===== src/rtl/pit_pkg.sv =====
package pit_pkg;
   typedef enum logic [1:0] {
      ACC_LATCH = 2'b00,
      ACC_HI    = 2'b01,
      ACC_LO    = 2'b10,
      ACC_LOHI  = 2'b11
   } acc_e;

   typedef struct packed {
      acc_e       acc;
      logic [2:0] mode;
      logic       bcd;
   } ctl_t;

   localparam logic [2:0] MODE_RATE   = 3'd2;
   localparam logic [2:0] MODE_SQUARE = 3'd3;
   localparam logic [1:0] CTL_ADDR    = 2'b11;
endpackage


===== src/rtl/pit_access.sv =====
module pit_access
   import pit_pkg::*;
#(
   parameter int DATA_W = 8,
   localparam int CNT_W = 2 * DATA_W
)(
   input  logic              clk,
   input  logic              rst_n,
   input  logic              ctl_wr,
   input  ctl_t              ctl_in,
   input  logic              dat_wr,
   input  logic              dat_rd,
   input  logic [DATA_W-1:0] wdata,
   input  logic [CNT_W-1:0]  count,
   output ctl_t              ctl_q,
   output logic              loaded,
   output logic              load_stb,
   output logic [CNT_W-1:0]  load_val,
   output logic [DATA_W-1:0] rd_byte
);
   logic              flip_q;
   logic [DATA_W-1:0] lo_hold_q;
   logic [DATA_W-1:0] cnt_lo, cnt_hi;

   assign cnt_lo = count[DATA_W-1:0];
   assign cnt_hi = count[CNT_W-1:DATA_W];

   always_comb begin
      case (ctl_q.acc)
         ACC_HI:  rd_byte = cnt_hi;
         ACC_LO:  rd_byte = cnt_lo;
         default: rd_byte = flip_q ? cnt_hi : cnt_lo;
      endcase
   end

   always_comb begin
      load_stb = 1'b0;
      load_val = '0;
      if (dat_wr) begin
         case (ctl_q.acc)
            ACC_HI: begin
               load_stb = 1'b1;
               load_val = {wdata, {DATA_W{1'b0}}};
            end
            ACC_LO: begin
               load_stb = 1'b1;
               load_val = {{DATA_W{1'b0}}, wdata};
            end
            ACC_LOHI: begin
               load_stb = flip_q;
               load_val = {wdata, lo_hold_q};
            end
            default: ;
         endcase
      end
   end

   always_ff @(posedge clk or negedge rst_n) begin
      if (!rst_n) begin
         ctl_q     <= '0;
         flip_q    <= 1'b0;
         loaded    <= 1'b0;
         lo_hold_q <= '0;
      end else if (ctl_wr) begin
         ctl_q  <= ctl_in;
         flip_q <= 1'b0;
         loaded <= 1'b0;
      end else begin
         if (load_stb)
            loaded <= 1'b1;
         if (dat_wr && ctl_q.acc == ACC_LOHI) begin
            flip_q <= ~flip_q;
            if (!flip_q)
               lo_hold_q <= wdata;
         end else if (dat_rd && (ctl_q.acc == ACC_LOHI || ctl_q.acc == ACC_LATCH)) begin
            flip_q <= ~flip_q;
         end
      end
   end
endmodule


===== src/rtl/pit_counter.sv =====
module pit_counter
   import pit_pkg::*;
#(
   parameter int CNT_W = 16
)(
   input  logic             clk,
   input  logic             rst_n,
   input  logic             tick,
   input  logic             gate,
   input  logic             loaded,
   input  logic [2:0]       mode,
   input  logic             ctl_wr,
   input  logic             load_stb,
   input  logic [CNT_W-1:0] load_val,
   output logic [CNT_W-1:0] count,
   output logic             tout
);
   logic [CNT_W-1:0] reload_q;
   logic             run, at_end;

   assign run    = tick && gate && loaded && (mode == MODE_RATE || mode == MODE_SQUARE);
   assign at_end = (count == CNT_W'(1));

   always_ff @(posedge clk or negedge rst_n) begin
      if (!rst_n) begin
         count    <= '0;
         reload_q <= '0;
         tout     <= 1'b1;
      end else if (ctl_wr) begin
         tout <= 1'b1;
      end else if (load_stb) begin
         reload_q <= load_val;
         count    <= load_val;
      end else if (run) begin
         count <= at_end ? reload_q : count - CNT_W'(1);
         if (mode == MODE_RATE)
            tout <= !at_end;
         else if (at_end)
            tout <= ~tout;
      end
   end
endmodule


===== src/rtl/pit3_timer.sv =====
module pit3_timer
   import pit_pkg::*;
#(
   parameter int NCHAN  = 3,
   parameter int DATA_W = 8
)(
   input  logic              clk,
   input  logic              rst_n,
   input  logic              cs,
   input  logic [1:0]        addr,
   input  logic              wr_en,
   input  logic              rd_en,
   input  logic [DATA_W-1:0] wdata,
   output logic [DATA_W-1:0] rdata,
   input  logic              tick,
   input  logic [NCHAN-1:0]  gate,
   output logic [NCHAN-1:0]  tout
);
   localparam int CNT_W = 2 * DATA_W;

   if (NCHAN < 1 || NCHAN > 3) begin : g_bad_nchan
      $error("pit3_timer: NCHAN must be 1 to 3");
   end
   if (DATA_W < 8) begin : g_bad_width
      $error("pit3_timer: DATA_W must be at least 8");
   end

   logic                           bus_wr, bus_rd;
   logic [1:0]                     sel;
   ctl_t                           ctl_in;
   logic [NCHAN-1:0]               loaded_w;
   logic [NCHAN-1:0][2:0]          mode_w;
   logic [NCHAN-1:0][CNT_W-1:0]    count_w;
   logic [NCHAN-1:0][DATA_W-1:0]   rd_byte_w;
   logic [DATA_W-1:0]              rd_mux;

   assign bus_wr = cs && wr_en;
   assign bus_rd = cs && rd_en && !wr_en;
   assign sel    = wdata[7:6];
   assign ctl_in = ctl_t'(wdata[5:0]);

   for (genvar i = 0; i < NCHAN; i++) begin : g_chan
      logic              ctl_wr_i, dat_wr_i, dat_rd_i, load_stb_i;
      logic [CNT_W-1:0]  load_val_i;
      ctl_t              ctl_i;

      assign ctl_wr_i  = bus_wr && addr == CTL_ADDR && sel == 2'(i);
      assign dat_wr_i  = bus_wr && addr == 2'(i);
      assign dat_rd_i  = bus_rd && addr == 2'(i);
      assign mode_w[i] = ctl_i.mode;

      pit_access #(.DATA_W(DATA_W)) u_acc (
         .clk      (clk),
         .rst_n    (rst_n),
         .ctl_wr   (ctl_wr_i),
         .ctl_in   (ctl_in),
         .dat_wr   (dat_wr_i),
         .dat_rd   (dat_rd_i),
         .wdata    (wdata),
         .count    (count_w[i]),
         .ctl_q    (ctl_i),
         .loaded   (loaded_w[i]),
         .load_stb (load_stb_i),
         .load_val (load_val_i),
         .rd_byte  (rd_byte_w[i])
      );

      pit_counter #(.CNT_W(CNT_W)) u_cnt (
         .clk      (clk),
         .rst_n    (rst_n),
         .tick     (tick),
         .gate     (gate[i]),
         .loaded   (loaded_w[i]),
         .mode     (ctl_i.mode),
         .ctl_wr   (ctl_wr_i),
         .load_stb (load_stb_i),
         .load_val (load_val_i),
         .count    (count_w[i]),
         .tout     (tout[i])
      );
   end

   always_comb begin
      rd_mux = '1;
      for (int i = 0; i < NCHAN; i++)
         if (addr == 2'(i))
            rd_mux = rd_byte_w[i];
   end

   always_ff @(posedge clk or negedge rst_n) begin
      if (!rst_n)
         rdata <= '0;
      else if (bus_rd)
         rdata <= rd_mux;
   end
endmodule


===== config.mk =====
export PLATFORM = sky130hd
export DESIGN_NAME = pit3_timer
export DESIGN_NICKNAME = d
export VERILOG_FILES = /design/src/rtl/pit_pkg.sv /design/src/rtl/pit_access.sv /design/src/rtl/pit_counter.sv /design/src/rtl/pit3_timer.sv
export SDC_FILE = /design/constraint.sdc
export NUM_CORES = 1
export LEC_CHECK = 0
export BUFFER_PORTS_ARGS = -buffer_cell sky130_fd_sc_hd__buf_2
export CAP_MARGIN = 10
export CORE_MARGIN = 2
export CORE_UTILIZATION = 45
export CTS_CLUSTER_DIAMETER = 50
export CTS_CLUSTER_SIZE = 25
export DETAILED_ROUTE_END_ITERATION = 16
export PLACE_DENSITY = 0.58
export RECOVER_POWER = 50
export SLEW_MARGIN = 20
export SYNTH_ARGS = -nofsm -noshare
export SYNTH_HDL_FRONTEND = slang
export SYNTH_SLANG_ARGS = --single-unit

===== constraint.sdc =====
create_clock -name clk -period 2.7 [get_ports clk]
set_input_delay 0.405 -clock clk [delete_from_list [all_inputs] [get_ports clk]]
set_output_delay 0.405 -clock clk [all_outputs]
set_load 0.05 [all_outputs]

==> impl_metrics.csv <==
group,metric,value,unit
power_and_ir_drop,ir_worst_vdd,0.0006012,V
synth,synth_nets,976,
clocking,clk_pin_slew_worst_paths,0.07,ns
outcome,status,"finished, violations left",
final_layout,layout-drive-gt1-share,17.08,%
grt,grt_max_degree,69,
worst_setup_path,crit_fanout,23,
floorplanning,initial_utilization,46.28,%
drt,wl_met2,11770,um
timing,worstMarginPinSlew,1.813,ns
synth,synth_top_area_share,42.79,%
clocking,root_buffer,"clkbuf_16",
power_and_ir_drop,totalPowerFinal,9.983,mW
timing,grt_setup_unrepaired,"no",
synth,yosys.area.top_type,"dfrtp_1",
synth,synthTopCellsByArea,"dfrtp_1 43%, mux2_2 4.3%, nand2_1 4.1%",
clocking,cts_buffers,17,
synth,synth_seq_area_share,43.69,%
timing,hold_slack,0.3875,ns
placed_design,gp_congestion,0.9269,
synth,syn_area,8715,um^2
outcome,violations,"capacitance limit, slew limit",
clocking,clock_latency,0.43,ns
timing,fin_crit,2.424,ns
drt,drc,0,
final_layout,nets,990,
synth,synth_flop_cell,"dfrtp_1",
drt,wl_per_cell,21.01,um
floorplanning,die-width,143.2,um
drt,met1_length,11400,um
clocking,holdBufCountCts,0,
clocking,cts_setup_buffers,0,
final_layout,mostFrequentLayoutCells,"149 x dfrtp_1, 96 x nand2_1, 94 x nor2_1",
timing,skew,0.01020,ns
synth,ys_warn_count,0,
placed_design,hpwlAfterDp,17810,um
drt,drtIter0Drc,661,
drt,drtAntennaViolNets,0,
worst_setup_path,regToRegSetupSlack,0.28,ns
power_and_ir_drop,leakagePower,4.186,nW
drt,drt_pass1_iterations,5,
timing,fmax,412.6,MHz
floorplanning,fp.coreArea,18830,um^2
synth,synth_edf_count,0,
grt,antenna_found_initial,0,
drt,vias,7586,
synth,ys_types,72,
min_path,min-delay-path-class,"in2reg",
placed_design,port_buffers,29,
timing,period_share,89.77,%
min_path,hold_path_depth,4,
grt,grt_use_total,26.19,%
timing,final_max_slew_viol_count,68,
power_and_ir_drop,p_per_area,1015,nW/um^2
clocking,cts_sinks,152,
drt,met3_length,1730,um
grt,first_global_vias,7431,
final_layout,syn_to_final_growth,12.84,%
clocking,cts_tree,"yes",
clocking,clk_path_buf_depth,2,
worst_setup_path,timing.rr.start,"g_chan[2].u_cnt.count[1]$_DFFE_PN0P_",
grt,grt_pass1_wl,41110,um
worst_setup_path,reg2reg_to,"g_chan[2].u_cnt.count[3]$_DFFE_PN0P_",
synth,synth-async-reset-ratio,100.0,%
worst_setup_path,worst_setup_path_start_kind,"register",
timing,setup_viol,0,
final_layout,layout_commonest_cell,"dfrtp_1",
run,cap_violations,1,
drt,wl,25760,um
worst_setup_path,critical_path_class,"reg2reg",
worst_setup_path,crit_arrival,2.72,ns
floorplanning,fp.dieH,143.2,um
min_path,min_from,"addr[0]",
drt,vias_per_cell,6.188,
grt,overflow,0,
drt,top_layer_used,"met4",
timing,finalHoldViolCount,0,
clocking,cts-resized-gates,0,
worst_setup_path,worst_r2r_path_depth,7,
floorplanning,rows,50,
final_layout,antenna_cells,0,
timing,relSlewSlack,-20.86,%
clocking,htreeDepth,4,
synth,syn_avg_cell_area,9.281,um^2
floorplanning,die_area,20490,um^2
timing,tns,0,ns
synth,synthCells,939,
worst_setup_path,cp-end-kind,"register",
synth,ys_ff_latch,152,
worst_setup_path,crit_required,3.00,ns
floorplanning,io_pins,30,
min_path,whs_endpoint,"g_chan[0].u_acc.flip_q$_DFFE_PN0P_",
-- flip-flops by register name, summed over array words and instances (netlist names) --
name	count
g_chan.u_acc.ctl_q	15
g_chan.u_acc.flip_q	3
g_chan.u_acc.lo_hold_q	24
g_chan.u_acc.loaded	3
g_chan.u_cnt.count	48
g_chan.u_cnt.reload_q	48
g_chan.u_cnt.tout	3
rdata	8
-- per-stage QoR --
| stage | cell area [um^2] | std cells | worst slack (ns) | utilization, % |
|---|---|---|---|---|
| floorplan | 8715 | 939 | 0.3697 | - |
| global placement | 9249 | 1194 | 0.3158 | 49.12 |
| detailed placement | 9249 | 1194 | 0.2988 | 49.12 |
| CTS | 9854 | 1226 | 0.2901 | 52.33 |
| global route | 9833 | 1226 | 0.1631 | 52.22 |
| finish | 9833 | 1226 | 0.2762 | 52.22 |
-- cell type report --
type | instances | area [um^2]
clock inverter | 12 | 138.9
sequential | 152 | 3807
multi-input combinational | 679 | 4469
inverter | 26 | 97.59
fill | 1691 | 8997
tap | 260 | 325.3
clock buffer | 20 | 466.7
timing repair buffer | 77 | 528.0
-- cell families after synthesis --
logic type	after synthesis	share of synthesized area [%]
compound gates	284	23.43
simple gates	319	18.21
flops	152	43.69
fa+ha+maj	18	2.584
buf+inv	108	5.183
xor+xnor	20	2.010
mux	38	4.896
-- Yosys cell counts, types with 20 or more instances --
cell type / instances
a211oi_1: 34
o31ai_1: 20
dfrtp_1: 149
a21oi_1: 20
mux2_2: 33
clkbuf_1: 62
nor2_1: 94
a22oi_1: 32
a221oi_1: 23
inv_1: 26
nand2_1: 96
o21ai_0: 46
-- report_power, final --
group	switching (mW)	total, mW	leakage (nW)	internal [mW]
Clock	1.01	2.46	0.286	1.45
Sequential	0.952	4.16	1.85	3.21
Combinational	1.90	3.36	2.05	1.47
Total	3.86	9.98	4.19	6.12
-- metal layers --
layer	track usage (%)	vias up
met5	0	-
met4	10.53	0
met3	6.338	58
met2	40.12	288
met1	35.71	3744
li1	-	3496
-- worst max path at each step --
| stage | startpoint | to |
|---|---|---|
| global placement | g_chan[2].u_cnt.count[1]$_DFFE_PN0P_ | g_chan[2].u_cnt.count[3]$_DFFE_PN0P_ |
| floorplan | g_chan[0].u_acc.ctl_q[4]$_DFFE_PN0P_ | g_chan[0].u_cnt.count[5]$_DFFE_PN0P_ |
| CTS | g_chan[2].u_cnt.count[1]$_DFFE_PN0P_ | g_chan[2].u_cnt.count[3]$_DFFE_PN0P_ |
| finish | g_chan[2].u_cnt.count[1]$_DFFE_PN0P_ | g_chan[2].u_cnt.count[3]$_DFFE_PN0P_ |
| detailed placement | g_chan[2].u_cnt.count[1]$_DFFE_PN0P_ | g_chan[2].u_cnt.count[3]$_DFFE_PN0P_ |
| global route | g_chan[1].u_cnt.count[12]$_DFFE_PN0P_ | g_chan[1].u_cnt.count[5]$_DFFE_PN0P_ |
-- critical path, cell delays in order, from the launching register on --
cell	delay, ns
dfrtp_1	0.42
inv_1	0.09
ha_1	0.14
or4b_1	0.45
or4_4	0.67
mux2_4	0.35
nand2_1	0.07
a31oi_1	0.09
Power figures use the tool's default switching activity.
